File: src/rtl/pkt_mon_pkg.sv
package pkt_mon_pkg;
  localparam int NUM_ERR = 5;
  localparam int E_DUP_SOP    = 0;
  localparam int E_ORPHAN_EOP = 1;
  localparam int E_CTL_IDLE   = 2;
  localparam int E_STALL      = 3;
  localparam int E_LEN_OVER   = 4;
endpackage

File: src/rtl/pkt_mon_framing.sv
module pkt_mon_framing #(
  parameter int LEN_W  = 10,
  parameter int BEAT_W = 6
) (
  input  logic              clk,
  input  logic              rst,
  input  logic              valid,
  input  logic              ready,
  input  logic              sop,
  input  logic              eop,
  input  logic [LEN_W-1:0]  len,
  input  logic [LEN_W-1:0]  credit,
  output logic              ev_dup,
  output logic              ev_orphan,
  output logic              ev_idle,
  output logic              ev_over,
  output logic              done,
  output logic [LEN_W-1:0]  done_len,
  output logic [BEAT_W-1:0] done_beats
);
  logic              open_q;
  logic [LEN_W-1:0]  cur_len_q;
  logic [BEAT_W-1:0] cur_beats_q;
  logic [BEAT_W-1:0] beats_inc;
  logic              xfer;

  assign xfer      = valid & ready;
  assign beats_inc = (cur_beats_q == {BEAT_W{1'b1}}) ? cur_beats_q : cur_beats_q + 1'b1;

  always_comb begin
    ev_idle    = (sop | eop) & ~valid;
    ev_dup     = xfer & sop & open_q;
    ev_orphan  = xfer & eop & ~sop & ~open_q;
    ev_over    = xfer & sop & (len > credit);
    done       = xfer & eop & (sop | open_q);
    done_len   = sop ? len : cur_len_q;
    done_beats = sop ? BEAT_W'(1) : beats_inc;
  end

  always_ff @(posedge clk) begin
    if (rst) begin
      open_q      <= 1'b0;
      cur_len_q   <= '0;
      cur_beats_q <= '0;
    end else if (xfer) begin
      if (sop) begin
        cur_len_q   <= len;
        cur_beats_q <= BEAT_W'(1);
        open_q      <= ~eop;
      end else if (open_q) begin
        cur_beats_q <= beats_inc;
        if (eop) open_q <= 1'b0;
      end
    end
  end
endmodule

File: src/rtl/pkt_mon_stall.sv
module pkt_mon_stall #(
  parameter int CNT_W = 8
) (
  input  logic             clk,
  input  logic             rst,
  input  logic             ready,
  input  logic [CNT_W-1:0] limit,
  output logic             ev_stall
);
  logic [CNT_W-1:0] low_cnt_q;

  assign ev_stall = ~ready & (low_cnt_q >= limit);

  always_ff @(posedge clk) begin
    if (rst || ready) low_cnt_q <= '0;
    else if (low_cnt_q != {CNT_W{1'b1}}) low_cnt_q <= low_cnt_q + 1'b1;
  end
endmodule

File: src/rtl/pkt_mon_hist.sv
module pkt_mon_hist #(
  parameter int REC_W = 16,
  parameter int DEPTH = 2
) (
  input  logic                   clk,
  input  logic                   rst,
  input  logic                   push,
  input  logic                   hold,
  input  logic [REC_W-1:0]       rec,
  output logic [DEPTH*REC_W-1:0] slots
);
  logic [REC_W-1:0] slot_q [DEPTH];

  always_ff @(posedge clk) begin
    if (rst) slot_q[0] <= '0;
    else if (push && !hold) slot_q[0] <= rec;
  end

  for (genvar i = 1; i < DEPTH; i++) begin : g_shift
    always_ff @(posedge clk) begin
      if (rst) slot_q[i] <= '0;
      else if (push && !hold) slot_q[i] <= slot_q[i-1];
    end
  end

  for (genvar i = 0; i < DEPTH; i++) begin : g_out
    assign slots[i*REC_W +: REC_W] = slot_q[i];
  end
endmodule

File: src/rtl/pkt_stream_monitor.sv
module pkt_stream_monitor
  import pkt_mon_pkg::*;
#(
  parameter int LEN_W      = 10,
  parameter int CNT_W      = 8,
  parameter int BEAT_W     = 6,
  parameter int STALL_DEF  = 100,
  parameter int CREDIT_DEF = 64
) (
  input  logic                clk,
  input  logic                rst,
  input  logic                clr_errs,
  input  logic                cfg_wr,
  input  logic [CNT_W-1:0]    cfg_stall_limit,
  input  logic [LEN_W-1:0]    cfg_credit,
  input  logic                mon_valid,
  input  logic                mon_ready,
  input  logic                mon_sop,
  input  logic                mon_eop,
  input  logic [LEN_W-1:0]    mon_len,
  output logic [NUM_ERR-1:0]  err_flags,
  output logic                trig,
  output logic                hist_frozen,
  output logic [LEN_W-1:0]    hist_new_len,
  output logic [BEAT_W-1:0]   hist_new_beats,
  output logic [LEN_W-1:0]    hist_old_len,
  output logic [BEAT_W-1:0]   hist_old_beats
);
  localparam int REC_W      = LEN_W + BEAT_W;
  localparam int HIST_DEPTH = 2;

  logic [CNT_W-1:0]  stall_lim_q;
  logic [LEN_W-1:0]  credit_q;
  logic              ev_dup, ev_orphan, ev_idle, ev_over, ev_stall;
  logic              done;
  logic [LEN_W-1:0]  done_len;
  logic [BEAT_W-1:0] done_beats;
  logic [NUM_ERR-1:0] events;
  logic              fired_q;
  logic [HIST_DEPTH*REC_W-1:0] slots;

  always_ff @(posedge clk) begin
    if (rst) begin
      stall_lim_q <= CNT_W'(STALL_DEF);
      credit_q    <= LEN_W'(CREDIT_DEF);
    end else if (cfg_wr) begin
      stall_lim_q <= cfg_stall_limit;
      credit_q    <= cfg_credit;
    end
  end

  pkt_mon_framing #(.LEN_W(LEN_W), .BEAT_W(BEAT_W)) u_frame (
    .clk(clk), .rst(rst), .valid(mon_valid), .ready(mon_ready),
    .sop(mon_sop), .eop(mon_eop), .len(mon_len), .credit(credit_q),
    .ev_dup(ev_dup), .ev_orphan(ev_orphan), .ev_idle(ev_idle), .ev_over(ev_over),
    .done(done), .done_len(done_len), .done_beats(done_beats)
  );

  pkt_mon_stall #(.CNT_W(CNT_W)) u_stall (
    .clk(clk), .rst(rst), .ready(mon_ready), .limit(stall_lim_q), .ev_stall(ev_stall)
  );

  pkt_mon_hist #(.REC_W(REC_W), .DEPTH(HIST_DEPTH)) u_hist (
    .clk(clk), .rst(rst), .push(done), .hold(fired_q),
    .rec({done_beats, done_len}), .slots(slots)
  );

  always_comb begin
    events               = '0;
    events[E_DUP_SOP]    = ev_dup;
    events[E_ORPHAN_EOP] = ev_orphan;
    events[E_CTL_IDLE]   = ev_idle;
    events[E_STALL]      = ev_stall;
    events[E_LEN_OVER]   = ev_over;
  end

  always_ff @(posedge clk) begin
    if (rst || clr_errs) begin
      err_flags <= '0;
      trig      <= 1'b0;
      fired_q   <= 1'b0;
    end else begin
      err_flags <= err_flags | events;
      trig      <= ~fired_q & (|events);
      fired_q   <= fired_q | (|events);
    end
  end

  assign hist_frozen    = fired_q;
  assign hist_new_len   = slots[0 +: LEN_W];
  assign hist_new_beats = slots[LEN_W +: BEAT_W];
  assign hist_old_len   = slots[REC_W +: LEN_W];
  assign hist_old_beats = slots[REC_W+LEN_W +: BEAT_W];
endmodule

File: config.mk
export PLATFORM = sky130hd
export DESIGN_NAME = pkt_stream_monitor
export DESIGN_NICKNAME = d
export VERILOG_FILES = /design/src/rtl/pkt_mon_pkg.sv /design/src/rtl/pkt_mon_framing.sv /design/src/rtl/pkt_mon_stall.sv /design/src/rtl/pkt_mon_hist.sv /design/src/rtl/pkt_stream_monitor.sv
export SDC_FILE = /design/constraint.sdc
export NUM_CORES = 1
export LEC_CHECK = 0
export BUFFER_PORTS_ARGS = -buffer_cell sky130_fd_sc_hd__buf_4
export CAP_MARGIN = 20
export CORE_MARGIN = 5
export CORE_UTILIZATION = 40
export CTS_CLUSTER_SIZE = 8
export DETAILED_ROUTE_END_ITERATION = 6
export HOLD_SLACK_MARGIN = 0.06
export SYNTH_ARGS = -nofsm -noshare
export SYNTH_HDL_FRONTEND = slang
export SYNTH_SLANG_ARGS = --single-unit
File: constraint.sdc
create_clock -name clk -period 1.9 [get_ports clk]
set_clock_uncertainty 0.2 [all_clocks]
set_input_delay 0.38 -clock clk [delete_from_list [all_inputs] [get_ports clk]]
set_output_delay 0.38 -clock clk [all_outputs]
set_load 0.01 [all_outputs]
Word level (Yosys, flattened, before mapping) --
Memory sizes are Yosys's and may differ from the RTL's. Cells that the tools add are included.
Cells by class: reductions and logical operators 7, order comparisons 2, muxes and demuxes 15, add/sub/neg operators 2, bitwise gates (word level) 23, eq/ne operators 2
Operators by type and width (number):
- $mux W16 | 2
- $mux W6 | 4
- $and A1 B1 Y1 | 11
- $gt A10 B10 Y1 | 1
- $mux W10 | 1
- $add A8 B1 Y8 const B | 1
- $ge A8 B8 Y1 | 1
- $mux W1 | 8
- $ne A8 B8 Y1 const B | 1
- $add A6 B1 Y6 const B | 1
- $eq A6 B6 Y1 const B | 1
- $not A1 Y1 | 6
- $or A1 B1 Y1 | 5
- $or A5 B5 Y5 | 1
- $reduce_or A5 Y1 | 1
- $logic_or A1 B1 Y1 | 2
- $reduce_and A2 Y1 | 1
- $reduce_bool A2 Y1 | 1
- $logic_and A1 B1 Y1 | 1
- $logic_not A1 Y1 | 1
Word-level totals: logic and storage cells 61, bits in writable memories 32, register bits after elaboration 50, input bits 36, memories kept 1, output and inout bits 39
Memory list:
- u_hist.slot_q | words 2, bits a word 16, read ports 2, clocked after memory_dff 0, wr ports 2, line pkt_mon_hist.sv:12 | logic [REC_W-1:0] slot_q [DEPTH];

Depth between registers and ports, before layout --
depth in word-level cells 8, mapped depth 7, mapped depth without buffers 7

Cells and area by module --
Synthesis repeated with hierarchy kept, for this count alone.
Second synthesis, totals: cells, all modules 371, area, all modules 3941.3 µm²
By module, submodules not included:
- pkt_mon_framing | area an instance 1252.5 µm², times used 1, sequential area each 340.3 µm², cells an instance 155
- pkt_mon_hist | area an instance 1232.4 µm², times used 1, sequential area each 960.9 µm², cells an instance 70
- pkt_stream_monitor | area an instance 883.3 µm², times used 1, sequential area each 500.5 µm², cells an instance 76
- pkt_mon_stall | area an instance 573.0 µm², times used 1, sequential area each 160.2 µm², cells an instance 70

Worst setup path after synthesis --
Ideal clock, no wire load.
path kind input port to flip-flop, from input mon_valid, to memory u_hist.slot_q[0][0] (enable), required time 1.325 ns, library setup time 0.375 ns, slack -0.037 ns, buffers on the path 1, stages on the path 4, arrival time 1.362 ns, path through clkbuf_2 -> nand3_1 -> nor3_1 -> or2_2
RTL lines:
- start: declaration | line pkt_stream_monitor.sv:16 | input logic mon_valid,
- end: declaration | line pkt_mon_hist.sv:12

Worst setup path after layout --
from register credit_q[7], to register fired_q (netlist: hist_frozen)
Between the ends: word-level cells in the longest chain between the ends 4
RTL lines:
- start: declaration | line pkt_stream_monitor.sv:33 | logic [LEN_W-1:0] credit_q;
- start signal: assignment | line pkt_stream_monitor.sv:45 | credit_q <= LEN_W'(CREDIT_DEF);
- start signal: assignment | line pkt_stream_monitor.sv:48 | credit_q <= cfg_credit;
- $gt A10 B10 Y1 | line pkt_mon_framing.sv:34 | ev_over = xfer & sop & (len > credit);
- $and A1 B1 Y1 | line pkt_mon_framing.sv:34
- $reduce_or A5 Y1 | line pkt_stream_monitor.sv:85 | fired_q <= fired_q | (|events);
- $or A1 B1 Y1 | line pkt_stream_monitor.sv:85
- end signal: assignment | line pkt_stream_monitor.sv:85
- end: declaration | line pkt_stream_monitor.sv:39 | logic fired_q;
No other way between the ends. A chain may end at the register's enable or synchronous reset.

==> results by group <==
Final layout
  • # diodes: 0
  • Design Area, Final: 0.00519 mm^2
  • Layout Cells excl Fill: 610
  • Layout overhead on the synthesized area: 38.7%
  • Share of final-layout standard cells stronger than drive strength 1: 34.9%
  • Final layout net count: 550

Clock tree
  • Num CTS Buffers: 9
  • TritonCTS Sinks: 82
  • Clock tree from TritonCTS: built
  • Maximum buffer depth of the clock tree: 2
  • Clock root cell: sky130_fd_sc_hd__clkbuf_8
  • Clock input transition at the sequential cells of the worst setup and hold paths: 0.09 ns
  • H-tree Lvls: 3
  • Insertion delay of the later-clocked pin in the worst-skew pair: 0.35 ns

STA
  • Final hold violations: 0
  • Final Critical Period: 1.84 ns
  • Actual transition at the worst max-transition pin: 0.305 ns
  • Setup repair after global routing missed its margin: no
  • Final setup violation count: 0
  • Portion of the clock cycle consumed by the worst path in the final layout: 96.8%
  • Highest clock rate: 0.544 GHz
  • Max-slew violation count: 0
  • Worst max-slew margin expressed relative to the limit: 79.7%

Critical path
  • Worst EP arrival: 1.88 ns
  • Highest-delay cell along the critical path: sky130_fd_sc_hd__o311a_1
  • Nature of the critical path endpoint: flop
  • Slowest cell delay on critical path: 0.40 ns
  • Cell-by-cell listing of the critical path: inv_2, ha_4, a211oi_2, nor2_1, o311a_1, o31a_1
  • Startpoint class of the critical path: flop
  • Buffer and inverter count on the worst path: 1
  • Crit path required time: 1.94 ns
  • Setup Crit Path Kind: reg -> reg
  • Largest delay contributor family on the critical path: compound AO/OA/AOI/OAI gates
  • Critical-path maximum fanout: 3

Logic synthesis
  • Number of warnings issued by yosys: 0
  • Leading post-synthesis cells by cell area: sky130_fd_sc_hd__dfxtp_1 27%, sky130_fd_sc_hd__edfxtp_1 26%, sky130_fd_sc_hd__ha_1 6.7%
  • Share of the synthesized area in the top cell type: 26.8%
  • Cell taking the most area after synthesis: sky130_fd_sc_hd__dfxtp_1
  • Post-Synthesis Mean Instance Area: 10.1 um^2
  • Proportion of synthesized chip area in sequential cells: 52.4%
  • Mapped Cells: 371
  • Synth Net Count: 427
  • Flip-flop and latch count after synthesis: 82
  • Most frequently used cell type in the post-synthesis netlist: sky130_fd_sc_hd__nor2_1
  • Main synth FF type: sky130_fd_sc_hd__dfxtp_1
  • Leading cell types by count after synthesis: 51 x sky130_fd_sc_hd__nor2_1, 50 x sky130_fd_sc_hd__dfxtp_1, 32 x sky130_fd_sc_hd__edfxtp_1, 32 x sky130_fd_sc_hd__nand2_1, 26 x sky130_fd_sc_hd__a21oi_1
  • Number of unique standard cell types used by synthesis: 44
  • Async SR Flop Fraction: 0%
  • EDFF count, synth: 32
  • Area of the mapped netlist: 0.00374 mm^2

Detailed routing
  • First-iteration detailed-routing DRC count: 96
  • Vias per inst: 4.87
  • Residual DRC: 0
  • Antenna viol nets, final: 0
  • Total via count in the routed design: 2969
  • Sum of routed wire length over all layers: 7970 um
  • Routed WL per cell: 13.1 um
  • Number of detailed-route iterations in the first pass: 4

Die
  • Initial core utilization: 40.7%
  • Die outline height: 107 um
  • Row Count: 35
  • Die width: 107 um
  • Ports: 75
  • Total die area: 0.0114 mm^2
  • Placeable core region: 0.00920 mm^2

Placement
  • Count of input and output buffers: 74
  • Cell Count Post-Placement: 580
  • Placed wire-length estimate: 6010 um
  • Placed instance area: 0.00469 mm^2
  • Weighted congestion at the end of routability-driven global placement: 0.843

Global routing
  • Wire length of the first global-routing pass: 13400 um
  • Antenna violations before repair: 0
  • Largest net degree at the start of global routing: 26
  • Vias in the first global route: 2915
  • Grt total ovfl: 0
  • GRT Util Overall: 14.6%

Pwr
  • Pwr per Cell Area: 707 mW/mm^2
  • Maximum vdd ir drop: 0.000443 V
  • Static Leak: 0.00223 uW

Flow run
  • Max-capacitance violation count: 0

Run status
  • Status: complete, no violations

Hold path
  • Class of the worst hold path: in -> reg
[per-layer routing]
layer	global-route usage, %	wire length, um
met5	0	0
met3	4.64	440
met1	17.3	3410
met2	25.5	4040
met4	3.56	79
[cell type report]
class | instances | area, um^2
fillers | 815 | 4010
clock inverters | 6 | 66.3
inverters | 22 | 82.6
multi-input cells | 251 | 1780
well taps | 111 | 139
repair buffers | 128 | 1020
flip-flops and latches | 82 | 1970
clock buffers | 10 | 128
[power by group]
part           internal (uW)  leakage (uW)  switching [uW]
Combinational            266       0.00139             233
Clock                    610     0.0000905             635
Sequential              1900      0.000745            31.3
Total                   2770       0.00223             899
[stage by stage]
step | total power [uW] | utilization [%] | worst slack (ns) | hold WS, ns | setup TNS [ns]
finish | 3670 | 56.4 | 0.0614 | 0.0639 | 0
global route | 3840 | 56.4 | 0.00178 | 0.0688 | 0
CTS | 3710 | 56.3 | -0.00691 | 0.0627 | -0.00691
detailed placement | 2410 | 51.0 | -0.228 | 0.247 | -0.478
global placement | 2400 | 51.0 | -0.158 | 0.241 | -0.280
floorplan | 2180 | - | 0.0140 | 0.236 | 0
[worst reg2reg max path: cells and delay by family (launching register included)]
kind	cells	cell delay (ns)
buffers and inverters	1	0.05
adder cells (fa/ha/maj)	1	0.21
AND/OR/NAND/NOR	1	0.07
flip-flops	1	0.35
AO/OA/AOI/OAI	3	0.85
[what timing repair did]
item | CTS | global route
setup buffers | 1 | 0
setup endpoints to repair | 2 | 4
pin swaps | 7 | 5
hold endpoints to repair | 13 | 0
gates resized for setup | 28 | 7
hold buffers | 13 | 0
[state kept, by name, indices dropped and copies added, names as in the netlist]
register and count:
hist_frozen 1, u_hist.slot_q 32, u_frame.cur_beats_q 6, u_frame.cur_len_q 10, trig 1, u_frame.open_q 1
stall_lim_q 8, credit_q 10, u_stall.low_cnt_q 8, err_flags 5
[kinds of logic after synthesis]
group                    synth area share [%]
adder cells (fa/ha/maj)                  6.69
AND/OR/NAND/NOR                          18.7
XOR/XNOR                                 1.17
AO/OA/AOI/OAI                            9.73
buffers and inverters                    4.21
multiplexers                             7.09
flip-flops                               52.4
[final timing paths]
| check | depth (start not counted) | to | start | slack [ns] |
|---|---|---|---|---|
| worst max register to register | 6 | hist_frozen | credit_q[7] | 0.06 |
| worst min-delay path | 3 | stall_lim_q[1] | cfg_stall_limit[1] | 0.06 |
| worst min register to register | 2 | u_frame.cur_len_q[4] | u_frame.cur_len_q[4] | 0.25 |
| worst max-delay path | 6 | hist_frozen | credit_q[7] | 0.06 |
[placed cells by master, fill, tap and decap left out, drive strengths merged, types with 2 or more instances in the layout]
master and n:
and2 16, and3 4, dfxtp 50, clkinvlp 2, a21o 5, clkinv 2, clkbuf 10, nand3 10
edfxtp 32, nand2 32, nand4 5, inv 23, o21ai 7, dlygate4sd3 13, mux2i 25, o211ai 4
nor4 4, or2 5, a31oi 4, a211oi 3, nor2 52, nor3 8, buf 115, ha 20
o21a 3, a21oi 26, nor3b 2, xnor2 4
Power figures use the tool's default switching activity.
